**config.mk**
```make
export PLATFORM = sky130hd
export DESIGN_NAME = codec_in_frame_dec
export DESIGN_NICKNAME = d
export VERILOG_FILES = /design/src/rtl/cl_pkg.sv /design/src/rtl/cl_bit_sampler.sv /design/src/rtl/cl_slot_ctr.sv /design/src/rtl/cl_pend_rd.sv /design/src/rtl/codec_in_frame_dec.sv
export SDC_FILE = /design/constraint.sdc
export NUM_CORES = 1
export LEC_CHECK = 0
export ABC_AREA = 1
export BUFFER_PORTS_ARGS = -buffer_cell sky130_fd_sc_hd__buf_4
export CAP_MARGIN = 10
export CORE_MARGIN = 3
export CORE_UTILIZATION = 40
export CTS_BUF_LIST = sky130_fd_sc_hd__clkbuf_8
export DETAILED_ROUTE_END_ITERATION = 6
export HOLD_SLACK_MARGIN = 0.03
export PLACE_DENSITY = 0.6
export SYNTH_ARGS = -nofsm -noshare
export SYNTH_HDL_FRONTEND = slang
export SYNTH_SLANG_ARGS = --single-unit
```
**constraint.sdc**
```tcl
create_clock -name clk -period 2.3 [get_ports clk]
set_input_delay 0.46 -clock clk [delete_from_list [all_inputs] [get_ports clk]]
set_output_delay 0.46 -clock clk [all_outputs]
set_load 0.01 [all_outputs]
```
**src/rtl/cl_pkg.sv**
```systemverilog
package cl_pkg;

    // number of playback slots whose request flag is carried in slot 1
    localparam int REQ_N = 6;

    // bit position in slot 1 of request flag i (playback slots 3,4,6,7,8,9)
    function automatic int req_pos(input int i);
        case (i)
            0:       return 11;
            1:       return 10;
            2:       return 8;
            3:       return 7;
            4:       return 6;
            default: return 5;
        endcase
    endfunction

endpackage

```
**src/rtl/cl_bit_sampler.sv**
```systemverilog
module cl_bit_sampler (
    input  logic clk,
    input  logic rst_n,
    input  logic bclk,
    input  logic fsync,
    input  logic sdin,
    output logic bit_stb,
    output logic bit_val,
    output logic frm_start
);
    typedef struct packed {
        logic bclk_p;
        logic sync_p;
        logic stb;
        logic val;
        logic start;
    } smp_t;

    smp_t s_d, s_q;

    always_comb begin
        s_d        = s_q;
        s_d.bclk_p = bclk;
        s_d.stb    = s_q.bclk_p & ~bclk;
        s_d.start  = 1'b0;
        if (s_q.bclk_p && !bclk) begin
            s_d.val    = sdin;
            s_d.start  = fsync & ~s_q.sync_p;
            s_d.sync_p = fsync;
        end
    end

    always_ff @(posedge clk) begin
        if (!rst_n) s_q <= '0;
        else        s_q <= s_d;
    end

    assign bit_stb   = s_q.stb;
    assign bit_val   = s_q.val;
    assign frm_start = s_q.start;
endmodule

```
**src/rtl/cl_slot_ctr.sv**
```systemverilog
module cl_slot_ctr #(
    parameter int TAG_W  = 16,
    parameter int SLOT_W = 20,
    parameter int NSLOT  = 12,
    localparam int SCW   = $clog2(NSLOT + 1),
    localparam int BCW   = $clog2(SLOT_W)
) (
    input  logic              clk,
    input  logic              rst_n,
    input  logic              bit_stb,
    input  logic              bit_val,
    input  logic              frm_start,
    output logic              word_stb,
    output logic [SLOT_W-1:0] word,
    output logic [SCW-1:0]    word_slot
);
    localparam logic [BCW-1:0] TAG_LAST  = BCW'(TAG_W - 1);
    localparam logic [BCW-1:0] SLOT_LAST = BCW'(SLOT_W - 1);
    localparam logic [SCW-1:0] SLOT_END  = SCW'(NSLOT);

    typedef struct packed {
        logic              active;
        logic [SCW-1:0]    slot;
        logic [BCW-1:0]    bitn;
        logic [SLOT_W-1:0] shreg;
        logic              wstb;
        logic [SLOT_W-1:0] wdat;
        logic [SCW-1:0]    wslot;
    } ctr_t;

    ctr_t c_d, c_q;
    logic              act_c;
    logic [SCW-1:0]    slot_c;
    logic [BCW-1:0]    bit_c;
    logic [SLOT_W-1:0] w_c;
    logic              last_c;

    always_comb begin
        c_d      = c_q;
        c_d.wstb = 1'b0;
        act_c    = c_q.active;
        slot_c   = c_q.slot;
        bit_c    = c_q.bitn;
        if (frm_start) begin
            act_c  = 1'b1;
            slot_c = '0;
            bit_c  = '0;
        end
        w_c    = {c_q.shreg[SLOT_W-2:0], bit_val};
        last_c = act_c && ((slot_c == '0) ? (bit_c == TAG_LAST) : (bit_c == SLOT_LAST));
        if (bit_stb) begin
            c_d.shreg  = w_c;
            c_d.active = act_c;
            c_d.slot   = slot_c;
            c_d.bitn   = bit_c;
            if (act_c) begin
                if (last_c) begin
                    c_d.wstb  = 1'b1;
                    c_d.wdat  = w_c;
                    c_d.wslot = slot_c;
                    c_d.bitn  = '0;
                    c_d.slot  = slot_c + 1'b1;
                    if (slot_c == SLOT_END) c_d.active = 1'b0;
                end else begin
                    c_d.bitn = bit_c + 1'b1;
                end
            end
        end
    end

    always_ff @(posedge clk) begin
        if (!rst_n) c_q <= '0;
        else        c_q <= c_d;
    end

    assign word_stb  = c_q.wstb;
    assign word      = c_q.wdat;
    assign word_slot = c_q.wslot;
endmodule

```
**src/rtl/cl_pend_rd.sv**
```systemverilog
module cl_pend_rd #(
    parameter int IDX_W = 7
) (
    input  logic             clk,
    input  logic             rst_n,
    input  logic             rd_req,
    input  logic [IDX_W-1:0] rd_addr,
    input  logic             clr,
    output logic             pend_vld,
    output logic [IDX_W-1:0] pend_addr
);
    typedef struct packed {
        logic             vld;
        logic [IDX_W-1:0] addr;
    } pend_t;

    pend_t p_d, p_q;

    always_comb begin
        p_d = p_q;
        if (rd_req) begin
            p_d.vld  = 1'b1;
            p_d.addr = rd_addr;
        end else if (clr) begin
            p_d.vld = 1'b0;
        end
    end

    always_ff @(posedge clk) begin
        if (!rst_n) p_q <= '0;
        else        p_q <= p_d;
    end

    assign pend_vld  = p_q.vld;
    assign pend_addr = p_q.addr;
endmodule

```
**src/rtl/codec_in_frame_dec.sv**
```systemverilog
module codec_in_frame_dec #(
    parameter int TAG_W  = 16,
    parameter int SLOT_W = 20,
    parameter int NSLOT  = 12,
    parameter int IDX_W  = 7,
    parameter int STAT_W = 16,
    parameter int PCM_W  = 18
) (
    input  logic                     clk,
    input  logic                     rst_n,
    input  logic                     bclk,
    input  logic                     fsync,
    input  logic                     sdin,
    input  logic                     rd_req,
    input  logic [IDX_W-1:0]         rd_addr,
    output logic                     codec_ready,
    output logic [IDX_W-1:0]         echo_idx,
    output logic [cl_pkg::REQ_N-1:0] slot_need,
    output logic                     stat_vld,
    output logic [IDX_W-1:0]         stat_idx,
    output logic [STAT_W-1:0]        stat_data,
    output logic                     pcm_vld,
    output logic [PCM_W-1:0]         pcm_left,
    output logic [PCM_W-1:0]         pcm_right
);
    localparam int SCW   = $clog2(NSLOT + 1);
    localparam int REQS  = cl_pkg::REQ_N;
    localparam int PAD_W = SLOT_W - PCM_W;
    localparam logic [SCW-1:0] SL_TAG = SCW'(0);
    localparam logic [SCW-1:0] SL_CMD = SCW'(1);
    localparam logic [SCW-1:0] SL_STA = SCW'(2);
    localparam logic [SCW-1:0] SL_LFT = SCW'(3);
    localparam logic [SCW-1:0] SL_RGT = SCW'(4);

    logic              bit_stb, bit_val, frm_start;
    logic              word_stb;
    logic [SLOT_W-1:0] word;
    logic [SCW-1:0]    word_slot;
    logic              pend_vld;
    logic [IDX_W-1:0]  pend_addr;
    logic              hit;
    logic [REQS-1:0]   req_raw;

    cl_bit_sampler u_smp (
        .clk(clk), .rst_n(rst_n), .bclk(bclk), .fsync(fsync), .sdin(sdin),
        .bit_stb(bit_stb), .bit_val(bit_val), .frm_start(frm_start)
    );

    cl_slot_ctr #(.TAG_W(TAG_W), .SLOT_W(SLOT_W), .NSLOT(NSLOT)) u_ctr (
        .clk(clk), .rst_n(rst_n), .bit_stb(bit_stb), .bit_val(bit_val),
        .frm_start(frm_start), .word_stb(word_stb), .word(word), .word_slot(word_slot)
    );

    cl_pend_rd #(.IDX_W(IDX_W)) u_pend (
        .clk(clk), .rst_n(rst_n), .rd_req(rd_req), .rd_addr(rd_addr),
        .clr(hit), .pend_vld(pend_vld), .pend_addr(pend_addr)
    );

    for (genvar g = 0; g < REQS; g++) begin : g_req
        assign req_raw[g] = word[cl_pkg::req_pos(g)];
    end

    typedef struct packed {
        logic              ready;
        logic [3:0]        svld;   // [3]=slot1 .. [0]=slot4
        logic [IDX_W-1:0]  echo;
        logic [REQS-1:0]   need;
        logic              svld_o;
        logic [IDX_W-1:0]  sidx;
        logic [STAT_W-1:0] sdat;
        logic [PCM_W-1:0]  lstage;
        logic              pvld;
        logic [PCM_W-1:0]  left;
        logic [PCM_W-1:0]  right;
    } dec_t;

    dec_t r_d, r_q;

    always_comb begin
        r_d        = r_q;
        r_d.svld_o = 1'b0;
        r_d.pvld   = 1'b0;
        hit        = 1'b0;
        if (word_stb) begin
            if (word_slot == SL_TAG) begin
                r_d.ready = word[TAG_W-1];
                r_d.svld  = word[TAG_W-2 -: 4];
            end else if (word_slot == SL_CMD) begin
                if (r_q.ready && r_q.svld[3]) begin
                    r_d.echo = word[SLOT_W-2 -: IDX_W];
                    r_d.need = ~req_raw;
                end
            end else if (word_slot == SL_STA) begin
                if (r_q.ready && r_q.svld[3] && r_q.svld[2] &&
                    pend_vld && (r_q.echo == pend_addr)) begin
                    hit        = 1'b1;
                    r_d.svld_o = 1'b1;
                    r_d.sidx   = r_q.echo;
                    r_d.sdat   = word[SLOT_W-1 -: STAT_W];
                end
            end else if (word_slot == SL_LFT) begin
                if (r_q.ready && r_q.svld[1])
                    r_d.lstage = word[SLOT_W-1 -: PCM_W];
            end else if (word_slot == SL_RGT) begin
                if (r_q.ready && r_q.svld[1] && r_q.svld[0]) begin
                    r_d.left  = r_q.lstage;
                    r_d.right = word[SLOT_W-1 -: PCM_W];
                    r_d.pvld  = 1'b1;
                end
            end
        end
    end

    always_ff @(posedge clk) begin
        if (!rst_n) r_q <= '0;
        else        r_q <= r_d;
    end

    logic unused_bits;
    assign unused_bits = ^{word[PAD_W-1:0], word[TAG_W-6:0]};

    assign codec_ready = r_q.ready;
    assign echo_idx    = r_q.echo;
    assign slot_need   = r_q.need;
    assign stat_vld    = r_q.svld_o;
    assign stat_idx    = r_q.sidx;
    assign stat_data   = r_q.sdat;
    assign pcm_vld     = r_q.pvld;
    assign pcm_left    = r_q.left;
    assign pcm_right   = r_q.right;
endmodule

```
==> qor.csv <==
stage,metric,value,unit
status,outcome,"complete, no violations",
clock_tree,total CTS buffers,17,
synth,Yosys top cell area share,50.1,%
placed_design,# port buffers,87,
hold_path,Hold Crit Class,in -> reg,
sta,Max Slew Vio Count,0,
sta,Max Fclk,486,MHz
route,Total Wirelength,14.4,mm
grt,initial antenna violation count,0,
power_and_ir_drop,"IR drop worst, VDD",0.402,mV
grt,routing usage on met3,4.00,%
floorplanning,Core Rows,45,
critical_path,"Data arrival, critical path",2.40,ns
power_and_ir_drop,Leakage,3.12,nW
route,DR vias/cell,4.71,
synth,post-synthesis instance area,6470,um^2
synth,Yosys reg bits,162,
grt,largest net degree at the start of global routing,107,
critical_path,CP max FO,7,
final_layout,diodes inserted,0,
sta,Slew headroom,45.2,%
sta,Total Neg Setup Slack,0,ns
synth,Mapped Nets,834,
placed_design,pre-CTS WS,0.275,ns
clock_tree,Skew-Pair Late Insertion Delay,0.46,ns
power_and_ir_drop,P per Cell Area,714,nW/um^2
route,DRT iter0 DRCs,263,
critical_path,CP Class,reg -> reg,
floorplanning,I/O pin total,88,
grt,M2 GR Usage,23.6,%
sta,final period utilization,89.5,%
synth,leading post-synthesis cells by cell area,"dfxtp_1 50%, nor2_1 9.5%, o21ai_0 8.9%",
clock_tree,clk sinks,162,
synth,Yosys cell types,30,
synth,"Seq/Total Area, Yosys",50.1,%
synth,"EDFF count, synth",0,
synth,top_reg_cell synth,dfxtp_1,
sta,Clock Skews,0.0114,ns
placed_design,DPL Wire Length,9.72,mm
sta,RSZ-0062 raised after global routing,false,
placed_design,Final Wtd Congestion,0.859,
synth,most frequent cell after synthesis,nor2_1,
grt,met1 usage,23.9,%
final_layout,layout cell share with drive strength beyond 1,17.0,%
route,Final ANT Viol Nets,0,
synth,yosys warns,0,
grt,GRT Overall Usage,16.5,%
floorplanning,Die Wd,133,um
clock_tree,worst-case clock buffer depth,2,
synth,"FFs w/ async S/R, synth",0,%
clock_tree,# hold bufs at CTS,0,
grt,GRT Max-Usage Layer,met1,
critical_path,Worst Setup Start Kind,flop,
grt,global-route wire length before repair,23.8,mm
route,Initial DRT Pass Iterations,4,
synth,Syn Area/Cell,7.91,um^2
critical_path,crit end category,flop,
floorplanning,Initial Util,41.7,%
sta,crit path time final,2.06,ns
job,maxcap violations,0,
sta,final setup fails,0,
sta,final worst-path setup slack,0.242,ns
critical_path,Worst EP required,2.64,ns
clock_tree,Post-CTS Resized,0,
clock_tree,root buf cell,clkbuf_8,
route,DR DRC count,0,
floorplanning,die footprint,17700,um^2
synth,largest area contributor in the netlist,dfxtp_1,
final_layout,nets,838,
sta,Final Hold Fails,0,
clock_tree,"Reg clk slew, reported paths",0.08,ns
synth,Mapped Cells,818,
sta,Slew @ Worst Pin,0.822,ns
grt,grt ovf,0,
route,Via Count,4925,
floorplanning,core area,15500,um^2
route,average routed wire per standard cell,13.8,um
synth,most instantiated cells after synthesis,"164 x nor2_1, 162 x dfxtp_1, 115 x o21ai_0, 73 x buf_4, 73 x inv_1",
grt,vias in the first global route,4634,
clock_tree,CTS tree,built,
clock_tree,buffer count from post-CTS setup fixing,0,
clock_tree,H-tree depth,4,
final_layout,Syn-to-layout area delta,11.3,%
floorplanning,Die Ht,133,um
final_layout,Fill cells,1599,
==> final timing paths <==
path                    from  cells after the start  slack [ns]                  to
min reg2reg     u_smp.s_q[3]                      1        0.44     u_smp.frm_start
max          u_smp.frm_start                     11        0.24  u_ctr.word_slot[3]
max reg2reg  u_smp.frm_start                     11        0.24  u_ctr.word_slot[3]
min                     bclk                      3        0.19        u_smp.s_q[4]
==> critical path, cell delays in order (launching register included) <==
cell	delay, ns
dfxtp_1	0.38
inv_2	0.14
nand2_1	0.09
inv_1	0.11
ha_1	0.15
inv_1	0.04
nor2_2	0.23
nand3_1	0.25
nor2_2	0.30
nor2_2	0.13
nand2_1	0.08
o21ai_0	0.07
==> layout by cell type (no fill, tap or decap), drive strengths merged, types with 7 or more instances in the layout <==
| cell type | n |
|---|---|
| nand3 | 11 |
| nand2 | 64 |
| a21oi | 52 |
| nand4 | 7 |
| dfxtp | 162 |
| inv | 77 |
| o21ai | 121 |
| a211oi | 30 |
| clkbuf | 18 |
| nor2 | 170 |
| buf | 97 |
==> cells by family (layout without fill, tap and decap cells) <==
logic type                 count (synthesis)  after routing  synth area share [%]
AOI/OAI and AO/OA                        207            207                  17.4
xor gates and xnor gates                   3              3                 0.406
and+or+nand+nor                          257            257                  16.3
DFF                                      162            162                  50.1
buffers and inverters                    186            203                  15.2
adders and majority gates                  3              3                 0.580
==> cell type report <==
cell class                 count  area, um^2  area share [%]
clock buffer                  18         248            3.44
clock inverter                14         164            2.28
inverter                      74         278            3.86
multi-input combinational    470        2250            31.3
sequential                   162        3240            45.0
tap                          211         264            3.67
timing repair buffer          97         753            10.5
==> per-stage QoR <==
step	util [%]	hold WS, ns	area [um^2]	total power, mW	cells
2_1_floorplan	-	0.393	6470	3.01	818
3_3_place_gp	43.7	0.422	6790	3.06	1014
3_5_place_dp	43.7	0.421	6790	3.06	1014
4_1_cts	46.3	0.167	7200	5.20	1046
5_1_grt	46.3	0.171	7200	5.33	1046
6_report	46.3	0.195	7200	5.14	1046
==> power breakdown <==
group,internal (mW),leakage (nW),total [mW],switching [mW]
Clock,1.09,0.204,2.15,1.06
Combinational,0.0505,1.60,0.147,0.0962
Sequential,2.83,1.31,2.85,0.0162
==> per-layer routing <==
layer / routed length, um / share of wire [%]
met1: 7300 / 51
met2: 6030 / 42
met3: 757 / 5.2
met4: 333 / 2.3
met5: 0 / 0
==> registers in the layout, summed over array words and instances (netlist names), 2 cells and up <==
name,flops
u_ctr.c_q,29
r_q,22
pcm_left,18
pcm_right,18
u_ctr.word,18
stat_data,16
echo_idx,7
stat_idx,7
u_pend.pend_addr,7
slot_need,6
u_ctr.word_slot,4
u_smp.s_q,2
No activity file was read; power rests on OpenSTA's default activity.
